### config.mk
export PLATFORM = sky130hd
export DESIGN_NAME = link_pwr_ctrl
export DESIGN_NICKNAME = d
export VERILOG_FILES = /design/src/rtl/lpc_pkg.sv /design/src/rtl/lpc_sync.sv /design/src/rtl/lpc_en_filter.sv /design/src/rtl/lpc_clk_mon.sv /design/src/rtl/link_pwr_ctrl.sv
export SDC_FILE = /design/constraint.sdc
export NUM_CORES = 1
export LEC_CHECK = 0
export CORE_MARGIN = 1
export CORE_UTILIZATION = 45
export DETAILED_ROUTE_END_ITERATION = 8
export PLACE_DENSITY = 0.66
export SETUP_SLACK_MARGIN = 0.1
export SLEW_MARGIN = 30
export SYNTH_ARGS = -nofsm -noshare
export SYNTH_HDL_FRONTEND = slang
export SYNTH_SLANG_ARGS = --single-unit
### constraint.sdc
create_clock -name clk_i -period 3 [get_ports clk_i]
set_clock_uncertainty 0.15 [all_clocks]
set_input_delay 0.45 -clock clk_i [delete_from_list [all_inputs] [get_ports clk_i]]
set_output_delay 0.45 -clock clk_i [all_outputs]
set_load 0.05 [all_outputs]
### src/rtl/lpc_pkg.sv
`timescale 1ns/1ps
package lpc_pkg;

    // Operating modes; the numeric values are visible on mode_o.
    typedef enum logic [1:0] {
        ST_OFF  = 2'd0,
        ST_IDLE = 2'd1,
        ST_ACQ  = 2'd2,
        ST_RUN  = 2'd3
    } lpc_state_e;

endpackage

### src/rtl/lpc_sync.sv
`timescale 1ns/1ps
module lpc_sync #(
    parameter int WIDTH  = 1,
    parameter int STAGES = 2
) (
    input  logic             clk_i,
    input  logic             rst_ni,
    input  logic [WIDTH-1:0] d_i,
    output logic [WIDTH-1:0] q_o
);

    logic [WIDTH-1:0] stg_q [STAGES];

    for (genvar s = 0; s < STAGES; s++) begin : g_stage
        if (s == 0) begin : g_first
            always_ff @(posedge clk_i or negedge rst_ni) begin
                if (!rst_ni) stg_q[0] <= '0;
                else         stg_q[0] <= d_i;
            end
        end else begin : g_next
            always_ff @(posedge clk_i or negedge rst_ni) begin
                if (!rst_ni) stg_q[s] <= '0;
                else         stg_q[s] <= stg_q[s-1];
            end
        end
    end

    assign q_o = stg_q[STAGES-1];

endmodule

### src/rtl/lpc_en_filter.sv
`timescale 1ns/1ps
module lpc_en_filter #(
    parameter int FILT_CYC    = 1250,
    parameter int SYNC_STAGES = 2
) (
    input  logic clk_i,
    input  logic rst_ni,
    input  logic en_s_i,
    output logic en_f_o
);

    localparam int CW = (FILT_CYC > 2) ? $clog2(FILT_CYC) : 1;
    localparam int PW = $clog2(SYNC_STAGES + 1);

    typedef struct packed {
        logic [PW-1:0] prime;
        logic          primed;
        logic [CW-1:0] cnt;
        logic          filt;
    } flt_t;

    flt_t flt_d, flt_q;

    always_comb begin
        flt_d = flt_q;
        if (!flt_q.primed) begin
            // Wait until the synchronizer carries the real pin level, then take it unfiltered.
            if (flt_q.prime == PW'(SYNC_STAGES)) begin
                flt_d.primed = 1'b1;
                flt_d.filt   = en_s_i;
            end else begin
                flt_d.prime = flt_q.prime + 1'b1;
            end
        end else if (en_s_i == flt_q.filt) begin
            flt_d.cnt = '0;
        end else if (flt_q.cnt == CW'(FILT_CYC - 1)) begin
            flt_d.filt = en_s_i;
            flt_d.cnt  = '0;
        end else begin
            flt_d.cnt = flt_q.cnt + 1'b1;
        end
    end

    always_ff @(posedge clk_i or negedge rst_ni) begin
        if (!rst_ni) flt_q <= '0;
        else         flt_q <= flt_d;
    end

    assign en_f_o = flt_q.filt;

    // after priming, the filtered level moves only at the end of a full hold count
    assert_filter_hold_R3: assert property (@(posedge clk_i) disable iff (!rst_ni)
        ($past(flt_q.primed) && !$stable(flt_q.filt)) |-> ($past(flt_q.cnt) == CW'(FILT_CYC - 1)));

endmodule

### src/rtl/lpc_clk_mon.sv
`timescale 1ns/1ps
module lpc_clk_mon #(
    parameter int WIN_CYC = 1000,
    parameter int HI_THR  = 8,
    parameter int LO_THR  = 4
) (
    input  logic clk_i,
    input  logic rst_ni,
    input  logic run_i,
    input  logic pix_s_i,
    output logic active_o
);

    localparam int WW = $clog2(WIN_CYC);
    localparam int EW = $clog2(WIN_CYC + 1);

    typedef struct packed {
        logic [WW-1:0] win;
        logic [EW-1:0] edges;
        logic          prev;
        logic          active;
    } mon_t;

    mon_t mon_d, mon_q;
    logic          rise;
    logic          win_end;
    logic [EW-1:0] tot;

    always_comb begin
        rise    = pix_s_i & ~mon_q.prev;
        tot     = mon_q.edges + EW'(rise);
        win_end = run_i && (mon_q.win == WW'(WIN_CYC - 1));
        mon_d   = mon_q;
        if (!run_i) begin
            mon_d      = '0;
            mon_d.prev = pix_s_i;
        end else begin
            mon_d.prev = pix_s_i;
            if (win_end) begin
                mon_d.win   = '0;
                mon_d.edges = '0;
                if (mon_q.active && (tot < EW'(LO_THR)))
                    mon_d.active = 1'b0;
                else if (!mon_q.active && (tot >= EW'(HI_THR)))
                    mon_d.active = 1'b1;
            end else begin
                mon_d.win   = mon_q.win + 1'b1;
                mon_d.edges = tot;
            end
        end
    end

    always_ff @(posedge clk_i or negedge rst_ni) begin
        if (!rst_ni) mon_q <= '0;
        else         mon_q <= mon_d;
    end

    assign active_o = mon_q.active;

    // the activity decision changes only at a window boundary or when the monitor is stopped
    assert_act_window_R6: assert property (@(posedge clk_i) disable iff (!rst_ni)
        !$stable(mon_q.active) |-> ($past(win_end) || !$past(run_i)));

endmodule

### src/rtl/link_pwr_ctrl.sv
`timescale 1ns/1ps
module link_pwr_ctrl
    import lpc_pkg::*;
#(
    parameter int FILT_CYC       = 1250,
    parameter int WIN_CYC        = 1000,
    parameter int HI_THR         = 8,
    parameter int LO_THR         = 4,
    parameter int SYNC_STAGES    = 2,
    parameter int FRAMES_PLAIN   = 1,
    parameter int FRAMES_COUNTED = 2
) (
    input  logic       clk_i,
    input  logic       rst_ni,
    input  logic       en_i,
    input  logic       pix_clk_i,
    input  logic       pll_lock_i,
    input  logic       vs_i,
    input  logic       lcnt_mode_i,
    output logic       drv_en_o,
    output logic       pll_en_o,
    output logic       tx_go_o,
    output logic [1:0] mode_o
);

    localparam int FMAX = (FRAMES_COUNTED > FRAMES_PLAIN) ? FRAMES_COUNTED : FRAMES_PLAIN;
    localparam int FW   = $clog2(FMAX + 1);

    typedef struct packed {
        lpc_state_e    state;
        logic [FW-1:0] frames;
        logic          vs_prev;
        logic          drv;
        logic          pll;
        logic          go;
    } fsm_t;

    logic [4:0] raw, syn;
    logic en_s, pix_s, lock_s, vs_s, lcnt_s;
    logic en_f, clk_act;

    assign raw = {en_i, pix_clk_i, pll_lock_i, vs_i, lcnt_mode_i};
    assign {en_s, pix_s, lock_s, vs_s, lcnt_s} = syn;

    lpc_sync #(.WIDTH(5), .STAGES(SYNC_STAGES)) u_sync (
        .clk_i (clk_i),
        .rst_ni(rst_ni),
        .d_i   (raw),
        .q_o   (syn)
    );

    lpc_en_filter #(.FILT_CYC(FILT_CYC), .SYNC_STAGES(SYNC_STAGES)) u_filt (
        .clk_i (clk_i),
        .rst_ni(rst_ni),
        .en_s_i(en_s),
        .en_f_o(en_f)
    );

    lpc_clk_mon #(.WIN_CYC(WIN_CYC), .HI_THR(HI_THR), .LO_THR(LO_THR)) u_mon (
        .clk_i   (clk_i),
        .rst_ni  (rst_ni),
        .run_i   (en_f),
        .pix_s_i (pix_s),
        .active_o(clk_act)
    );

    fsm_t          fsm_d, fsm_q;
    logic          vs_rise;
    logic [FW-1:0] need;

    always_comb begin
        fsm_d         = fsm_q;
        vs_rise       = vs_s & ~fsm_q.vs_prev;
        need          = lcnt_s ? FW'(FRAMES_COUNTED) : FW'(FRAMES_PLAIN);
        fsm_d.vs_prev = vs_s;
        if (!en_f) begin
            fsm_d.state  = ST_OFF;
            fsm_d.frames = '0;
        end else begin
            unique case (fsm_q.state)
                ST_OFF: fsm_d.state = ST_IDLE;
                ST_IDLE: begin
                    if (clk_act) begin
                        fsm_d.state  = ST_ACQ;
                        fsm_d.frames = '0;
                    end
                end
                ST_ACQ: begin
                    if (!clk_act) begin
                        fsm_d.state = ST_IDLE;
                    end else if (!lock_s) begin
                        fsm_d.frames = '0;
                    end else if (vs_rise) begin
                        if ((fsm_q.frames + 1'b1) >= need) fsm_d.state = ST_RUN;
                        else                               fsm_d.frames = fsm_q.frames + 1'b1;
                    end
                end
                ST_RUN: begin
                    if (!clk_act) fsm_d.state = ST_IDLE;
                end
                default: fsm_d.state = ST_OFF;
            endcase
        end
        fsm_d.pll = (fsm_d.state == ST_ACQ) || (fsm_d.state == ST_RUN);
        fsm_d.drv = (fsm_d.state == ST_RUN);
        fsm_d.go  = (fsm_d.state == ST_RUN) && (fsm_q.state != ST_RUN);
    end

    always_ff @(posedge clk_i or negedge rst_ni) begin
        if (!rst_ni) fsm_q <= '0;
        else         fsm_q <= fsm_d;
    end

    assign mode_o   = fsm_q.state;
    assign drv_en_o = fsm_q.drv;
    assign pll_en_o = fsm_q.pll;
    assign tx_go_o  = fsm_q.go;

    // a filtered-low enable lands in shut down with everything off
    assert_shutdown_R4: assert property (@(posedge clk_i) disable iff (!rst_ni)
        !en_f |=> (mode_o == 2'd0 && !drv_en_o && !pll_en_o && !tx_go_o));

    // enable high with an inactive clock lands in standby
    assert_idle_R9: assert property (@(posedge clk_i) disable iff (!rst_ni)
        (en_f && !clk_act) |=> (mode_o == 2'd1 && !drv_en_o && !pll_en_o));

    // transmit starts only with lock present
    assert_lock_gate_R8: assert property (@(posedge clk_i) disable iff (!rst_ni)
        $rose(tx_go_o) |-> $past(lock_s));

    // the start pulse lasts a single cycle
    assert_go_pulse_R8: assert property (@(posedge clk_i) disable iff (!rst_ni)
        tx_go_o |=> !tx_go_o);

endmodule

==> results.cfg, run 1 <==
[timing]
timing.final.crit_share = 0.741
timing.hold.ws_ns = 0.110
min_period_ns = 2.22
slew_headroom = 0.552
setup_viol = 0
tns_ns = 0
maxSlewViolCount = 0
hold_viol_final = 0
rsz0062_at_grt = false
max_freq_mhz = 450
worst_slew_pin_slew_ns = 0.672
fin_ws_ns = 0.777

[layout]
num_antenna_cells = 0
register_area_mm2 = 0.00138
final_core_util = 0.516
multiInputGateArea_mm2 = 0.00119
fillers = 538
layout-drive-gt1-share = 0.0620
num-nets-final = 277
syn_to_final_growth_pct = 9.10

[logic_synthesis]
synthDistinctLibCells = 48
synth.cell_area_mm2 = 0.00265
yosysWarnings = 0
yosys-top-cells-area = dfrtp_1 52%, ha_1 6.1%, xor2_1 4.0%, nor2_1 3.4%, xnor2_1 2.6%
ys_async_sr_fraction = 1.00
synth_area_per_cell_um2 = 10.7
synth_top_area_cell = dfrtp_1
synth_cells = 248
synth_fp_nets = 268
ys_ff_latch = 55
synth_ff_type = dfrtp_1
synth-edff-count = 0
synth_seq_area_share = 0.519
synth_top_area_share = 0.519

[drt]
drc = 0
viasPerCell = 5.38
drtIter0Drc = 103
wl_per_cell_um = 12.9
wirelength_um = 4260
antenna_left = 0
num_vias = 1774
firstDrtPassIters = 4

[setup_path]
critPathLaunchType = register
endpoint_kind = output port
critPathMaxStageDelay_ns = 0.85
r2r_slack_ns = 0.92
r2r-start = u_sync.q_o[3]
cpLargestDelayFamily = buffers and inverters
critPathSlowestCell = clkdlybuf4s50_1
cp.arrival_ns = 1.62
reg2reg_to = u_mon.active_o
reg2reg_depth = 7
crit_cells = 1
path_buf_inv = 1
cp_data_required_time_ns = 2.40
cp_max_fo = 7
crit_type = register to output port
path_cells = clkdlybuf4s50_1

[run_status]
status = finished clean

[clock_tree]
clk_pin_slew_ns = 0.10
cts.sinks = 55
cts_resized = 0
htree_levels = 2
cts_max_path_buffers = 2
clk_latency_ns = 0.30
root_buffer = clkbuf_8
cts_setup_buffers = 0
cts_made_buffers = 5
hold_buffers = 0
cts_tree = built

[die]
dieHeight_um = 78.8
dieArea_mm2 = 0.00621
core_mm2 = 0.00561
rows = 27
die_w_um = 78.8
start_util = 0.473
ios = 12

[power]
power.density_mw_per_mm2 = 454
p_total_uw = 1310
ir_worst_vdd_mv = 0.287
p_leak_uw = 0.00129

[global_routing]
grt_first_pass_wirelength_um = 7530
grt_pass1_vias = 1666
overflow = 0
grt_usage = 0.155
grt_start_max_net_pins = 56
antenna_found_initial = 0

[place]
hpwl_um = 2870
gp_congestion = 0.765
port_buffers = 11
pre_cts_slack_ns = 0.966

[run]
drv_cap = 0

[worst_hold_path]
worst_hold_path_type = primary input to asynchronous set/reset pin
through the flow:
step | instances | area [um^2]
2_1_floorplan | 248 | 2650
3_3_place_gp | 322 | 2800
3_5_place_dp | 322 | 2800
4_1_cts | 330 | 2890
5_1_grt | 330 | 2890
6_report | 330 | 2890
registers in the layout, indices dropped and copies added (netlist names):
signal and cells:
u_mon.active_o 1, u_filt.flt_q 14, u_mon.mon_q 21, u_sync.q_o 5, fsm_q 3, u_filt.en_f_o 1
pll_en_o 1, mode_o 2, u_sync.stg_q 5, tx_go_o 1, drv_en_o 1
synth_stat cells (all sizes together), types with 3 or more instances:
cell and number:
ha 13, nor2 24, o21a 3, and3 9, nand3 8, clkbuf 6, mux2i 4, dfrtp 55
nand2 14, a31oi 5, a211oi 5, or3 3, xor2 12, a21oi 10, nor3 5, o21ai 8
nand2b 3, nand4 8, xnor2 8, buf 4, inv 9
area by class of cell:
type / count / area share
clock inverters: 3 / 0.00821
clock buffers: 5 / 0.0238
repair buffers: 12 / 0.0389
inverters: 9 / 0.0117
well taps: 72 / 0.0311
multi-input cells: 174 / 0.411
flip-flops and latches: 55 / 0.476
report_power, final:
part	total, uW	internal (uW)	switching, uW
clock network	416	169	247
logic	108	45.6	62.8
registers	789	766	22.9
worst max path at each step:
stage,start,endpoint,slack [ns]
floorplan,u_sync.q_o[3],u_mon.active_o,1.12
global placement,u_sync.q_o[3],u_mon.active_o,1.07
detailed placement,u_sync.q_o[3],u_mon.active_o,0.97
CTS,mode_o[1],mode_o[1],0.76
global route,mode_o[0],mode_o[0],0.71
finish,mode_o[1],mode_o[1],0.78
layer usage:
layer / track usage / wire length, um / share of wire / vias up
li1: - / - / - / 901
met1: 0.204 / 2080 / 0.49 / 854
met2: 0.255 / 2040 / 0.48 / 17
met3: 0.0391 / 113 / 0.027 / 2
met4: 0.0389 / 23 / 0.0054 / 0
met5: 0 / 0 / 0 / -
cell usage in the layout (no fill, tap or decap), types with 3 or more instances in the layout:
| cell | instances |
|---|---|
| xor2_1 | 12 |
| a21oi_1 | 10 |
| nand4_1 | 8 |
| a31oi_1 | 5 |
| inv_1 | 9 |
| xnor2_1 | 8 |
| ha_1 | 13 |
| nor2_1 | 24 |
| nor3_1 | 5 |
| nand3_1 | 8 |
| o21ai_0 | 7 |
| nand2_1 | 14 |
| o21a_1 | 3 |
| nand2b_1 | 3 |
| and3_1 | 8 |
| clkdlybuf4s50_1 | 10 |
| mux2i_1 | 4 |
| dfrtp_1 | 55 |
| a211oi_1 | 5 |
| clkbuf_8 | 5 |
cells by family (layout without fill, tap and decap cells):
group	after synthesis	count (layout)	synth area share
multiplexers	5	5	0.0193
buffers and inverters	19	29	0.0330
AO/OA/AOI/OAI	45	45	0.117
AND/OR/NAND/NOR	91	91	0.184
flip-flops	55	55	0.519
adder cells (fa/ha/maj)	13	13	0.0613
XOR/XNOR	20	20	0.0660
(Power assumes the default switching activity.)
==> run 2: changes to the inputs <==
clock period = 2.2 ns   (was 3 ns; I/O delays follow)
==> run 2 against run 1 <==
  * Clock-buffer cell count is 2 higher
  * Utilization is 0.76 points higher
  * Critical path depth is 6 higher
  * Global-route usage is 0.34 points higher
  * Critical endpoint is now u_mon.active_o
  * Hold slack better by 0.093 ns
  * Setup slack worse by 0.54 ns
  * Routed wire length is 3.3% higher
  * First-iteration DRC count is 68% lower
==> results.cfg, run 2 (synthesis results as in run 1) <==
[setup_path]
critPathMaxStageDelay_ns = 0.39
cp_max_fo = 5
cp_data_required_time_ns = 2.24
cp.arrival_ns = 2.00
endpoint_kind = register
crit_type = register to register
path_cells = nor2b_1 > ha_1 > ha_2 > a211oi_1 > o2111ai_1 > a221oi_1 > o31ai_1
critPathLaunchType = register
critPathSlowestCell = dfrtp_1
reg2reg_depth = 7

[clock_tree]
htree_levels = 2
clk_latency_ns = 0.30
clk_pin_slew_ns = 0.09
cts_tree = built
root_buffer = clkbuf_8
cts_made_buffers = 5
cts_max_path_buffers = 2
cts.sinks = 55

[timing]
worst_slew_pin_slew_ns = 0.492
maxSlewViolCount = 0
hold_viol_final = 0
setup_viol = 0
slew_headroom = 0.671
max_freq_mhz = 510
min_period_ns = 1.96
rsz0062_at_grt = false
timing.final.crit_share = 0.891
fin_ws_ns = 0.239
tns_ns = 0

[drt]
antenna_left = 0
wirelength_um = 4400
firstDrtPassIters = 4
num_vias = 1803
viasPerCell = 5.38
drtIter0Drc = 33
drc = 0
wl_per_cell_um = 13.1

[layout]
layout-drive-gt1-share = 0.0760
num_antenna_cells = 0
syn_to_final_growth_pct = 10.7
regMostFlops = u_mon.mon_q
reg_top3 = u_mon.mon_q x21, u_filt.flt_q x14
final_cell_mix = 55 x dfrtp_1, 24 x nor2_1, 14 x nand2_1, 12 x xor2_1, 12 x ha_1
multiInputGateArea_mm2 = 0.00119
register_area_mm2 = 0.00138
largest_reg_flops = 21
layout_commonest_cell = dfrtp_1
fillers = 519
num-nets-final = 282

[global_routing]
grt_start_max_net_pins = 56
grt.busiest_layer = met2
gr-usage-met1 = 0.222
grt_usage = 0.158
grt.met3_usage = 0.0345
met2_usage = 0.242
grt_first_pass_wirelength_um = 7630
overflow = 0
antenna_found_initial = 0
grt_pass1_vias = 1672

[run]
drv_cap = 0

[power]
power.density_mw_per_mm2 = 600
p_leak_uw = 0.00132
ir_worst_vdd_mv = 0.425

[run_status]
status = finished clean

[die]
rows = 27
core_mm2 = 0.00561
start_util = 0.473
dieHeight_um = 78.8
ios = 12
dieArea_mm2 = 0.00621
die_w_um = 78.8

[place]
hpwl_um = 3030
port_buffers = 11
gp_congestion = 0.786
pre_cts_slack_ns = 0.187

[worst_hold_path]
worst_hold_path_type = register to register
hold_depth = 0
-- run 2: cell types whose count changed in the layout (fill, tap and decap cells not counted), moves of 2 or more --
cell             previous run  this run
dlygate4sd2_1               0         2
clkbuf_1                    0         2
buf_4                       1         4
clkdlybuf4s50_1            10         8
-- run 2: layer usage --
metal	share of wire	wire, um	vias up
li1	-	-	911
met1	0.51	2260	859
met5	0	0	-
met2	0.45	1960	26
met3	0.026	115	7
met4	0.013	58	0
-- run 2: path summary, 6_finish.rpt --
kind                            startpoint          endpoint  slack [ns]
setup reg to reg             u_sync.q_o[3]    u_mon.active_o        0.24
max in group asynchronous           rst_ni  u_filt.flt_q[12]        1.27
min in group asynchronous           rst_ni           tx_go_o        0.39
hold reg to reg            u_sync.stg_q[5]     u_sync.q_o[0]        0.20
setup / recovery             u_sync.q_o[3]    u_mon.active_o        0.24
hold / removal             u_sync.stg_q[5]     u_sync.q_o[0]        0.20
-- run 2: timing repair --
item / CTS / global route
endpoints found under the hold margin: 55 / 0
endpoints found under the setup margin: 2 / 2
gates resized for setup: 2 / 2
buffers inserted: 0 / 0
hold buffers: 1 / 0
pin swaps: 0 / 0
cloned: 0 / 0
-- run 2: final cells by class --
class	count	area share
multi-input cells	174	0.406
well taps	72	0.0307
clock buffers	7	0.0260
repair buffers	17	0.0554
flip-flops and latches	55	0.469
clock inverters	1	0.00170
inverters	9	0.0115
-- run 2: through the flow --
stage / hold WS [ns] / area [um^2] / utilization / power (uW) / std cells
global route: 0.210 / 2940 / 0.524 / 1850 / 335
CTS: 0.206 / 2930 / 0.523 / 1780 / 335
global placement: 0.183 / 2840 / 0.507 / 1250 / 326
finish: 0.204 / 2940 / 0.524 / 1760 / 335
floorplan: -0.116 / 2650 / - / 1190 / 248
detailed placement: 0.185 / 2840 / 0.507 / 1250 / 326
-- run 2: power by group --
part           switching, uW  internal [uW]
combinational           89.1           69.1
sequential              29.7           1040
clock                    305            224
total                    423           1340
-- run 2: critical path: cells and delay by family, from the launching register on --
| kind | cells | cell delay (ns) |
|---|---|---|
| AOI/OAI and AO/OA | 4 | 0.75 |
| adders and majority gates | 2 | 0.42 |
| DFF | 1 | 0.39 |
| and+or+nand+nor | 1 | 0.14 |
